[config.mk]
export PLATFORM = sky130hd
export DESIGN_NAME = pci_isa_irq_router
export DESIGN_NICKNAME = d
export VERILOG_FILES = /design/src/rtl/irq_route_pkg.sv /design/src/rtl/irq_route_cfg.sv /design/src/rtl/irq_route_fabric.sv /design/src/rtl/pci_isa_irq_router.sv
export SDC_FILE = /design/constraint.sdc
export NUM_CORES = 1
export LEC_CHECK = 0
export BUFFER_PORTS_ARGS = -buffer_cell sky130_fd_sc_hd__buf_4
export CAP_MARGIN = 10
export CORE_ASPECT_RATIO = 1.5
export CORE_MARGIN = 3
export CORE_UTILIZATION = 45
export DETAILED_ROUTE_END_ITERATION = 8
export HOLD_SLACK_MARGIN = 0.03
export PLACE_DENSITY = 0.71
export SLEW_MARGIN = 15
export SYNTH_ARGS = -nofsm -noshare
export SYNTH_HDL_FRONTEND = slang
export SYNTH_SLANG_ARGS = --single-unit
[constraint.sdc]
create_clock -name clk -period 2.5 [get_ports clk]
set_input_delay 0.375 -clock clk [delete_from_list [all_inputs] [get_ports clk]]
set_output_delay 0.375 -clock clk [all_outputs]
set_load 0.01 [all_outputs]
[src/rtl/irq_route_pkg.sv]
package irq_route_pkg;
  localparam int PCI_LINES = 4;
  localparam int ISA_LINES = 16;
  localparam int SEL_W     = $clog2(ISA_LINES);
  localparam int CFG_BYTES = 3;
  localparam logic [7:0] CFG_BASE = 8'h55;

  // byte offset (from CFG_BASE) holding each line's target, and which nibble
  localparam int LINE_BYTE [PCI_LINES] = '{0, 1, 1, 2};
  localparam bit LINE_HI   [PCI_LINES] = '{1'b1, 1'b0, 1'b1, 1'b1};

  typedef logic [SEL_W-1:0] isa_sel_t;
endpackage

[src/rtl/irq_route_cfg.sv]
module irq_route_cfg #(
  parameter int ADDR_W = 8,
  parameter int DATA_W = 8,
  parameter int NUM_BYTES = 3,
  parameter logic [ADDR_W-1:0] BASE = 8'h55
) (
  input  logic                               clk,
  input  logic                               rst_n,
  input  logic [ADDR_W-1:0]                  wr_addr,
  input  logic [DATA_W-1:0]                  wr_data,
  input  logic                               wr_en,
  input  logic [ADDR_W-1:0]                  rd_addr,
  output logic [DATA_W-1:0]                  rd_data,
  output logic [NUM_BYTES-1:0][DATA_W-1:0]   bytes_q
);
  localparam int IDX_W = (NUM_BYTES > 1) ? $clog2(NUM_BYTES) : 1;
  localparam logic [ADDR_W-1:0] SPAN = ADDR_W'(NUM_BYTES);

  logic [ADDR_W-1:0] wr_off, rd_off;
  logic              wr_hit, rd_hit;
  logic [IDX_W-1:0]  wr_idx, rd_idx;

  always_comb begin
    wr_off = wr_addr - BASE;
    rd_off = rd_addr - BASE;
    wr_hit = (wr_addr >= BASE) && (wr_off < SPAN);
    rd_hit = (rd_addr >= BASE) && (rd_off < SPAN);
    wr_idx = wr_off[IDX_W-1:0];
    rd_idx = rd_off[IDX_W-1:0];
  end

  always_ff @(posedge clk) begin
    if (!rst_n) begin
      bytes_q <= '0;
    end else if (wr_en && wr_hit) begin
      bytes_q[wr_idx] <= wr_data;
    end
  end

  always_comb begin
    rd_data = '0;
    if (rd_hit) rd_data = bytes_q[rd_idx];
  end

  AST_WRITE_LANDS: assert property (@(posedge clk) disable iff (!rst_n)
    (wr_en && wr_hit) |=> (bytes_q[$past(wr_idx)] == $past(wr_data)));

  AST_MISS_IGNORED: assert property (@(posedge clk) disable iff (!rst_n)
    (wr_en && !wr_hit) |=> $stable(bytes_q));
endmodule

[src/rtl/irq_route_fabric.sv]
module irq_route_fabric #(
  parameter int N_IN  = 4,
  parameter int N_OUT = 16,
  parameter int SW    = $clog2(N_OUT)
) (
  input  logic                      clk,
  input  logic                      rst_n,
  input  logic [N_IN-1:0]           irq_in,
  input  logic [N_IN-1:0][SW-1:0]   target,
  output logic [N_OUT-1:0]          irq_out
);
  genvar j, i;
  generate
    for (j = 0; j < N_OUT; j++) begin : g_out
      logic [N_IN-1:0] match;
      for (i = 0; i < N_IN; i++) begin : g_in
        assign match[i] = (32'(target[i]) == j) && irq_in[i];
      end
      assign irq_out[j] = |match;
    end
  endgenerate

  generate
    for (i = 0; i < N_IN; i++) begin : g_chk
      AST_LINE_REACHES: assert property (@(posedge clk) disable iff (!rst_n)
        irq_in[i] |-> irq_out[target[i]]);
    end
  endgenerate

  AST_NO_EXTRA_OUT: assert property (@(posedge clk) disable iff (!rst_n)
    $countones(irq_out) <= $countones(irq_in));

  AST_QUIET_IDLE: assert property (@(posedge clk) disable iff (!rst_n)
    (irq_in == '0) |-> (irq_out == '0));
endmodule

[src/rtl/pci_isa_irq_router.sv]
module pci_isa_irq_router
  import irq_route_pkg::*;
(
  input  logic                 clk,
  input  logic                 rst_n,
  input  logic [7:0]           cfg_addr,
  input  logic [7:0]           cfg_wdata,
  input  logic                 cfg_we,
  input  logic [7:0]           cfg_raddr,
  output logic [7:0]           cfg_rdata,
  input  logic [PCI_LINES-1:0] pci_irq_in,
  output logic [ISA_LINES-1:0] isa_irq_out
);
  logic [CFG_BYTES-1:0][7:0]       cfg_bytes;
  logic [PCI_LINES-1:0][SEL_W-1:0] line_tgt;

  irq_route_cfg #(
    .ADDR_W(8), .DATA_W(8), .NUM_BYTES(CFG_BYTES), .BASE(CFG_BASE)
  ) u_cfg (
    .clk(clk), .rst_n(rst_n),
    .wr_addr(cfg_addr), .wr_data(cfg_wdata), .wr_en(cfg_we),
    .rd_addr(cfg_raddr), .rd_data(cfg_rdata),
    .bytes_q(cfg_bytes)
  );

  // fixed nibble layout: each line picks its byte and half from the package
  genvar k;
  generate
    for (k = 0; k < PCI_LINES; k++) begin : g_tgt
      if (LINE_HI[k]) begin : g_hi
        assign line_tgt[k] = cfg_bytes[LINE_BYTE[k]][7:4];
      end else begin : g_lo
        assign line_tgt[k] = cfg_bytes[LINE_BYTE[k]][3:0];
      end
    end
  endgenerate

  irq_route_fabric #(
    .N_IN(PCI_LINES), .N_OUT(ISA_LINES), .SW(SEL_W)
  ) u_fabric (
    .clk(clk), .rst_n(rst_n),
    .irq_in(pci_irq_in), .target(line_tgt), .irq_out(isa_irq_out)
  );
endmodule

==> impl_metrics.ini, run 1 <==
[outcome]
status = finished clean

[cts]
cts.sinks = 24
cts_max_level = 1
post-cts-setup-buffers = 0
insertion_delay_ns = 0.27
tritoncts_clock_tree = built
clkSlewWorstSetupHoldPaths_ns = 0.08
cts_buffers = 3
cts-root-buf = sky130_fd_sc_hd__clkbuf_8
post_cts_resized = 0
cts.path.max_buffers = 2
cts.hold.buffers_added = 0

[logic_synthesis]
synth_edf_count = 0
yosysTopAreaCellShare_pct = 26.3
synth_seq_cells = 24
synth_warnings = 0
ys_async_sr_fraction_pct = 0
synth_seq_area_share_pct = 26.3
synth.distinct_cells = 42
synthTopCellsByArea = sky130_fd_sc_hd__dfxtp_1 26%, sky130_fd_sc_hd__mux2i_1 13%, sky130_fd_sc_hd__nand2_1 8.2%
netlist.top_cell.by_area = sky130_fd_sc_hd__dfxtp_1
avgSynthCellArea_um2 = 8.46
syn-cell-area_um2 = 1830
synth_nets = 248
synthCells = 216
yosys_most_used_dff = sky130_fd_sc_hd__dfxtp_1

[pwr]
power_uw = 738
pwr_density_cell_nw_per_um2 = 330
power.leakage_nw = 0.934
ir_worst_vdd_mv = 0.298

[floorplan]
floorplan.io_pins = 55
std_cell_rows = 27
floorplan.die_area_um2 = 4880
die_width_um = 58.0
floorplan.die.height_um = 84.0
core_region_area_um2 = 3780
start_util_pct = 48.3

[sta]
fmax_mhz = 442
clock-skew-final_ns = 0
post-route-min-period_ns = 2.26
timing.final.hold_violations = 0
timing.final.crit_share_pct = 90.5
final.setup.tns_ns = 0
grt_setup_unrepaired = no
worst_slew_pin_slew_ns = 0.556
report.final.setup_viol = 0
finalHoldWorstSlack_ns = 0.404
timing.final.max_slew_violations = 0
timing.max_slew.rel_slack_pct = 62.9

[placed_design]
hpwlAfterDp_mm = 4.08
placement.io_buffers = 54
gpl.final_weighted_congestion = 0.878
dp_cells = 301
placed_area_um2 = 2180

[drt]
detailed_routing_iterations_pass_1 = 4
detail_route.drc_violations = 0
drt_first_iter_violations = 94
drt.antenna.violating_nets = 0
vias = 1837
totalWireLength_mm = 5.18
dr_vias_cell = 6.02
wl_per_cell_um = 17.0

[critical_path]
critical_path.reg2reg.endpoint = u_cfg.bytes_q[9]
worstReg2RegStart = u_cfg.bytes_q[9]
worstSetupStartpointType = primary input
setup.reg_to_reg.worst_slack_ns = 1.64
cp.required_ns = 2.12
timing.reg2reg.worst_path_depth = 2
crit_path_max_fanout = 12
critical_path_end_type = output pin
timing.critical_path.arrival_ns = 1.89
path_class = in2out

[layout]
flow.area_growth_from_synthesis_pct = 22.3
top_register = u_cfg.bytes_q
multi_input_comb_area_um2 = 1210
largest_reg_flops = 24
number_of_nets_in_the_finished_design = 295
num_antenna_cells = 0
fillers = 368
mostFrequentLayoutCell = sky130_fd_sc_hd__buf_4
stdcell_count = 305
final_design_area_no_fill_um2 = 2230
layout.cells.most_common_list = 56 x sky130_fd_sc_hd__buf_4, 40 x sky130_fd_sc_hd__nand2_1, 24 x sky130_fd_sc_hd__mux2i_1, 24 x sky130_fd_sc_hd__dfxtp_1, 17 x sky130_fd_sc_hd__nor2_1
largest_registers = u_cfg.bytes_q: 24 flops
regArea_um2 = 480
layout-drive-gt1-share_pct = 27.9

[global_route]
grt_first_pass_wirelength_mm = 8.44
first_global_vias = 1803
grt_antenna_before_repair = 0
largest_net_degree_at_the_start_of_global_routing = 33
grt_overflow_total = 0
track_usage_pct = 21.9

[flow_run]
maxCapViolCount = 0

[worst_hold_path]
min_path_type = in2reg
min-delay-start = cfg_wdata[2]
hold-path-cell-count = 3
min_delay_worst_endpoint = u_cfg.bytes_q[18]
routing by layer:
metal	GRT usage, %	wire length [µm]	part of all wire, %	up-vias
met5	0	0	0	-
met4	11.0	190	3.7	0
met3	2.48	265	5.1	16
met2	39.1	2740	53	71
met1	24.6	1990	38	844
li1	-	-	-	906
synth_stat cells (4+ instances only):
cell / count
sky130_fd_sc_hd__a221o_1: 7
sky130_fd_sc_hd__a22oi_1: 13
sky130_fd_sc_hd__and3_1: 4
sky130_fd_sc_hd__clkbuf_1: 5
sky130_fd_sc_hd__dfxtp_1: 24
sky130_fd_sc_hd__mux2_2: 8
sky130_fd_sc_hd__mux2i_1: 24
sky130_fd_sc_hd__nand2_1: 40
sky130_fd_sc_hd__nand2b_1: 6
sky130_fd_sc_hd__nand3b_1: 6
sky130_fd_sc_hd__nor2_1: 17
sky130_fd_sc_hd__nor2b_1: 8
sky130_fd_sc_hd__o221ai_1: 6
sky130_fd_sc_hd__o22ai_1: 6
logic make-up after synthesis:
family	after synthesis	share of synthesized area, %
flops	24	26.3
buf+inv	17	7.26
compound gates	41	18.3
simple gates	101	29.4
fa+ha+maj	1	0.685
mux	32	18.1
critical path: stages:
cell	delay [ns]
sky130_fd_sc_hd__buf_4	0.16
sky130_fd_sc_hd__inv_1	0.06
sky130_fd_sc_hd__ha_1	0.36
sky130_fd_sc_hd__nor2b_1	0.50
sky130_fd_sc_hd__a22oi_1	0.17
sky130_fd_sc_hd__nor2_1	0.13
sky130_fd_sc_hd__buf_4	0.14
where the power goes:
part / total [mW] / internal [mW] / switching, mW
logic: 0.0924 / 0.0483 / 0.0441
registers: 0.383 / 0.382 / 0.000803
clock network: 0.262 / 0.141 / 0.122
total: 0.738 / 0.571 / 0.167
worst max-delay path by stage:
stage	startpoint	to	slack [ns]	cells after the start
5_1_grt	cfg_raddr[0]	cfg_rdata[4]	0.08	7
2_1_floorplan	cfg_raddr[0]	cfg_rdata[6]	0.31	8
4_1_cts	cfg_raddr[0]	cfg_rdata[6]	0.24	7
3_5_place_dp	cfg_raddr[0]	cfg_rdata[1]	0.25	7
6_report	cfg_raddr[0]	cfg_rdata[6]	0.24	7
3_3_place_gp	cfg_raddr[0]	cfg_rdata[6]	0.33	8
area by class of cell:
| class | instances | share of cell area [%] |
|---|---|---|
| Timing Repair Buffer | 56 | 18.8 |
| Tap cell | 43 | 2.41 |
| Multi-Input combinational cell | 175 | 54.3 |
| Inverter | 3 | 0.504 |
| Clock buffer | 4 | 2.46 |
| Sequential cell | 24 | 21.5 |
through the flow:
stage / setup slack [ns] / utilization [%]
global route: 0.0844 / 59.1
finish: 0.237 / 59.1
global placement: 0.330 / 57.6
detailed placement: 0.251 / 57.6
floorplan: 0.313 / -
CTS: 0.242 / 59.1
Note: power is estimated with default switching activity, not from simulation.
==> run 2: changes to the inputs <==
ABC_AREA = 0   (was unset)
CORE_UTILIZATION = 50   (was 45)
PLACE_DENSITY = 0.78   (was 0.71)
==> impl_metrics.ini, run 2 (synthesis gave the netlist of run 1 again) <==
[outcome]
status = finished clean

[placed_design]
dp_cells = 300
placement.io_buffers = 54
placed_area_um2 = 2180
hpwlAfterDp_mm = 3.88
placement.setup.worst_slack_ns = 0.293
gpl.final_weighted_congestion = 0.892

[cts]
cts_buffers = 3
cts.path.max_buffers = 2
cts.hold.buffers_added = 0
cts_max_level = 1
cts.sinks = 24
post_cts_resized = 0
cts-root-buf = sky130_fd_sc_hd__clkbuf_8
clkSlewWorstSetupHoldPaths_ns = 0.08
insertion_delay_ns = 0.26
tritoncts_clock_tree = built
post-cts-setup-buffers = 0

[sta]
post-route-min-period_ns = 2.24
fmax_mhz = 447
timing.final.crit_share_pct = 89.5
report.final.setup_viol = 0
final_critical_path_setup_slack_ns = 0.262
worst_slew_pin_slew_ns = 0.525
clock-skew-final_ns = 0
grt_setup_unrepaired = no
finalHoldWorstSlack_ns = 0.404
timing.final.hold_violations = 0
final.setup.tns_ns = 0
timing.final.max_slew_violations = 0
timing.max_slew.rel_slack_pct = 65.0

[pwr]
pwr_density_cell_nw_per_um2 = 328
ir_worst_vdd_mv = 0.613
power.leakage_nw = 0.934

[floorplan]
floorplan.die.height_um = 80.0
std_cell_rows = 26
floorplan.die_area_um2 = 4430
start_util_pct = 53.0
floorplan.io_pins = 55
core_region_area_um2 = 3450
die_width_um = 55.4

[drt]
dr_vias_cell = 5.98
drt.antenna.violating_nets = 0
detail_route.drc_violations = 0
detailed_routing_iterations_pass_1 = 5
wl_per_cell_um = 16.0
drt_first_iter_violations = 53
vias = 1817
totalWireLength_mm = 4.86

[layout]
layout.cells.most_common_list = 56 x sky130_fd_sc_hd__buf_4, 40 x sky130_fd_sc_hd__nand2_1, 24 x sky130_fd_sc_hd__mux2i_1, 24 x sky130_fd_sc_hd__dfxtp_1, 17 x sky130_fd_sc_hd__nor2_1
largest_registers = u_cfg.bytes_q: 24 flops
mostFrequentLayoutCell = sky130_fd_sc_hd__buf_4
layout-drive-gt1-share_pct = 27.9
flow.area_growth_from_synthesis_pct = 22.3
number_of_nets_in_the_finished_design = 295
stdcell_count = 304
top_register = u_cfg.bytes_q
num_antenna_cells = 0
fillers = 325
final_design_area_no_fill_um2 = 2230
largest_reg_flops = 24

[critical_path]
critical_path_end_type = output pin
critical_path.reg2reg.endpoint = u_cfg.bytes_q[20]
path_class = in2out
worstReg2RegStart = u_cfg.bytes_q[20]
cp.required_ns = 2.12
setup.reg_to_reg.worst_slack_ns = 1.68
worstSetupStartpointType = primary input
crit_path_max_fanout = 12
timing.reg2reg.worst_path_depth = 2
timing.critical_path.arrival_ns = 1.86

[global_route]
first_global_vias = 1722
grt_first_pass_wirelength_mm = 7.86
largest_net_degree_at_the_start_of_global_routing = 33
track_usage_pct = 22.1
grt_overflow_total = 0
grt_antenna_before_repair = 0

[worst_hold_path]
min_delay_worst_endpoint = u_cfg.bytes_q[19]
min-delay-start = cfg_wdata[3]
hold-path-cell-count = 3
min_path_type = in2reg

[flow_run]
maxCapViolCount = 0
[run 2: cell counts in the layout (fill, tap and decap cells not counted)]
Identical to the previous run, type by type.
[run 2: cell type report]
type | count | area, µm² | share of cell area, %
multi-input combinational | 175 | 1210 | 54.3
sequential | 24 | 480 | 21.5
timing repair buffer | 56 | 420 | 18.8
clock buffer | 4 | 55.1 | 2.46
tap | 42 | 52.6 | 2.35
inverter | 3 | 11.3 | 0.504
[run 2: layer usage]
metal | GRT usage (%) | wire (µm) | vias up
met5 | 0 | 0 | -
met4 | 10.9 | 174 | 0
met2 | 40.6 | 2610 | 63
met1 | 24.4 | 1840 | 845
met3 | 3.07 | 236 | 12
li1 | - | - | 897
[run 2: worst max-delay path by stage]
stage	to	from	slack (ns)
finish	cfg_rdata[6]	cfg_raddr[0]	0.26
global route	cfg_rdata[6]	cfg_raddr[0]	0.07
CTS	cfg_rdata[6]	cfg_raddr[0]	0.29
detailed placement	cfg_rdata[6]	cfg_raddr[0]	0.29
global placement	cfg_rdata[6]	cfg_raddr[0]	0.31
floorplan	cfg_rdata[6]	cfg_raddr[0]	0.31
[run 2: worst max-delay path, cell delays in order]
cell and delay, ns:
sky130_fd_sc_hd__buf_4 0.15, sky130_fd_sc_hd__inv_1 0.06, sky130_fd_sc_hd__ha_1 0.33, sky130_fd_sc_hd__nor2b_1 0.46
sky130_fd_sc_hd__a22oi_1 0.17, sky130_fd_sc_hd__nor2_1 0.16, sky130_fd_sc_hd__buf_4 0.15
[run 2: per-stage QoR]
stage          total power, mW  utilization (%)
4_1_cts                  0.735             64.8
6_report                 0.733             64.8
5_1_grt                  0.762             64.8
3_3_place_gp             0.482             63.2
3_5_place_dp             0.484             63.2
2_1_floorplan            0.434                -
[run 2: power breakdown]
| group | leakage [nW] | switching (mW) | internal [mW] |
|---|---|---|---|
| clock | 0.0288 | 0.118 | 0.141 |
| combinational | 0.712 | 0.0435 | 0.0482 |
| sequential | 0.193 | 0.000767 | 0.382 |
| total | 0.934 | 0.162 | 0.571 |
==> run 3: changes to the inputs <==
CORE_UTILIZATION = 47   (was 50)
PLACE_DENSITY = 0.77   (was 0.78)
clock period = 2 ns   (was 2.5 ns; I/O delays follow)
==> impl_metrics.ini, run 3 (synthesis gave the netlist of run 1 again) <==
[outcome]
status = finished clean

[cts]
insertion_delay_ns = 0.27
cts_max_level = 1
clkSlewWorstSetupHoldPaths_ns = 0.08
cts_buffers = 3
cts.hold.buffers_added = 0
cts.sinks = 24
tritoncts_clock_tree = built
cts.path.max_buffers = 2
cts-root-buf = sky130_fd_sc_hd__clkbuf_8

[pwr]
power.leakage_nw = 0.962
pwr_density_cell_nw_per_um2 = 404
ir_worst_vdd_mv = 0.426

[sta]
timing.max_slew.rel_slack_pct = 66.5
worst_slew_pin_slew_ns = 0.502
grt_setup_unrepaired = no
final.setup.tns_ns = 0
final_critical_path_setup_slack_ns = 0.0904
fmax_mhz = 524
report.final.setup_viol = 0
timing.final.max_slew_violations = 0
post-route-min-period_ns = 1.91
timing.final.crit_share_pct = 95.5
timing.final.hold_violations = 0
clock-skew-final_ns = 0
finalHoldWorstSlack_ns = 0.336

[drt]
detail_route.drc_violations = 0
totalWireLength_mm = 5.11
dr_vias_cell = 6.08
drt_first_iter_violations = 98
vias = 1878
detailed_routing_iterations_pass_1 = 4
wl_per_cell_um = 16.5
drt.antenna.violating_nets = 0

[layout]
layout.cells.most_common_list = 60 x sky130_fd_sc_hd__buf_4, 40 x sky130_fd_sc_hd__nand2_1, 24 x sky130_fd_sc_hd__mux2i_1, 22 x sky130_fd_sc_hd__dfxtp_1, 17 x sky130_fd_sc_hd__nor2_1
largest_reg_flops = 24
post_route_utilization_pct = 61.7
number_of_nets_in_the_finished_design = 299
largest_registers = u_cfg.bytes_q: 24 flops
stdcell_count = 309
mostFrequentLayoutCell = sky130_fd_sc_hd__buf_4
layout-drive-gt1-share_pct = 30.8
top_register = u_cfg.bytes_q
num_antenna_cells = 0
flow.area_growth_from_synthesis_pct = 25.5

[floorplan]
std_cell_rows = 27
start_util_pct = 49.2
floorplan.die_area_um2 = 4690
die_width_um = 56.9
floorplan.io_pins = 55
core_region_area_um2 = 3720
floorplan.die.height_um = 82.4

[global_route]
first_global_vias = 1711
grt_first_pass_wirelength_mm = 8.42
grt_overflow_total = 0
track_usage_pct = 22.7
grt_antenna_before_repair = 0
largest_net_degree_at_the_start_of_global_routing = 33

[placed_design]
gpl.final_weighted_congestion = 0.953
hpwlAfterDp_mm = 3.90
dp_cells = 305
placement.io_buffers = 54
placement.setup.worst_slack_ns = 0.0144

[critical_path]
kind_of_cell_with_the_highest_combined_delay_on_the_critical_path = flip-flops
worst_path_largest_cell_delay_ns = 0.46
path_class = reg2out
crit_path_cell_trace = and3b_1, a32oi_1, o221ai_1, buf_4
critical_path_end_type = output pin
cp.required_ns = 1.70
cp_slowest_cell = sky130_fd_sc_hd__dfxtp_1
crit_path_max_fanout = 7
cp.buffers_inverters = 1
worstSetupStartpointType = flip-flop
timing.critical_path.arrival_ns = 1.61

[flow_run]
maxCapViolCount = 0

[worst_hold_path]
min_path_type = in2reg
run 3: cell count changes in the layout (fill, tap and decap cells not counted), sizes merged:
| cell | delta |
|---|---|
| buf | +4 |
run 3: path summary, 6_finish.rpt:
kind	from	to	slack, ns	cells past startpoint
worst min register to register	u_cfg.bytes_q[3]	u_cfg.bytes_q[3]	0.46	2
worst max register to register	u_cfg.bytes_q[21]	u_cfg.bytes_q[21]	1.15	2
worst min-delay path	cfg_wdata[3]	u_cfg.bytes_q[19]	0.34	3
worst max-delay path	u_cfg.bytes_q[23]	isa_irq_out[7]	0.09	4
run 3: repair_timing:
item | 4_1_cts | 5_1_grt
endpoints found under the setup margin | 1 | 9
resized for setup | 1 | 5
setup buffers | 0 | 0
pin swaps | 0 | 0
run 3: worst register-to-register path, cell delays in order (launching register included):
cell,delay [ns]
sky130_fd_sc_hd__dfxtp_1,0.54
sky130_fd_sc_hd__nand2_1,0.09
sky130_fd_sc_hd__mux2i_1,0.14
run 3: power breakdown:
part / leakage (nW) / total, mW / switching [mW] / internal [mW]
Sequential: 0.194 / 0.479 / 0.000915 / 0.478
Clock: 0.0288 / 0.323 / 0.147 / 0.176
Combinational: 0.739 / 0.125 / 0.0587 / 0.0660
run 3: area by class of cell:
cell class	count	area, µm²
sequential	24	483
clock buffer	4	55.1
inverter	3	11.3
timing repair buffer	60	450
fill	348	1420
multi-input combinational	175	1240
tap	43	53.8
run 3: routing by layer:
layer	global-route usage [%]	up-vias	part of all wire, %
met5	0	-	0
met4	8.35	0	2.7
met3	2.33	11	5.8
met2	40.4	74	51
met1	28.2	884	40
li1	-	909	-
run 3: metrics by stage:
step,area [µm²],total power [mW]
detailed placement,2210,0.608
floorplan,1830,0.543
global placement,2210,0.606
global route,2290,0.958
finish,2290,0.926
CTS,2270,0.922
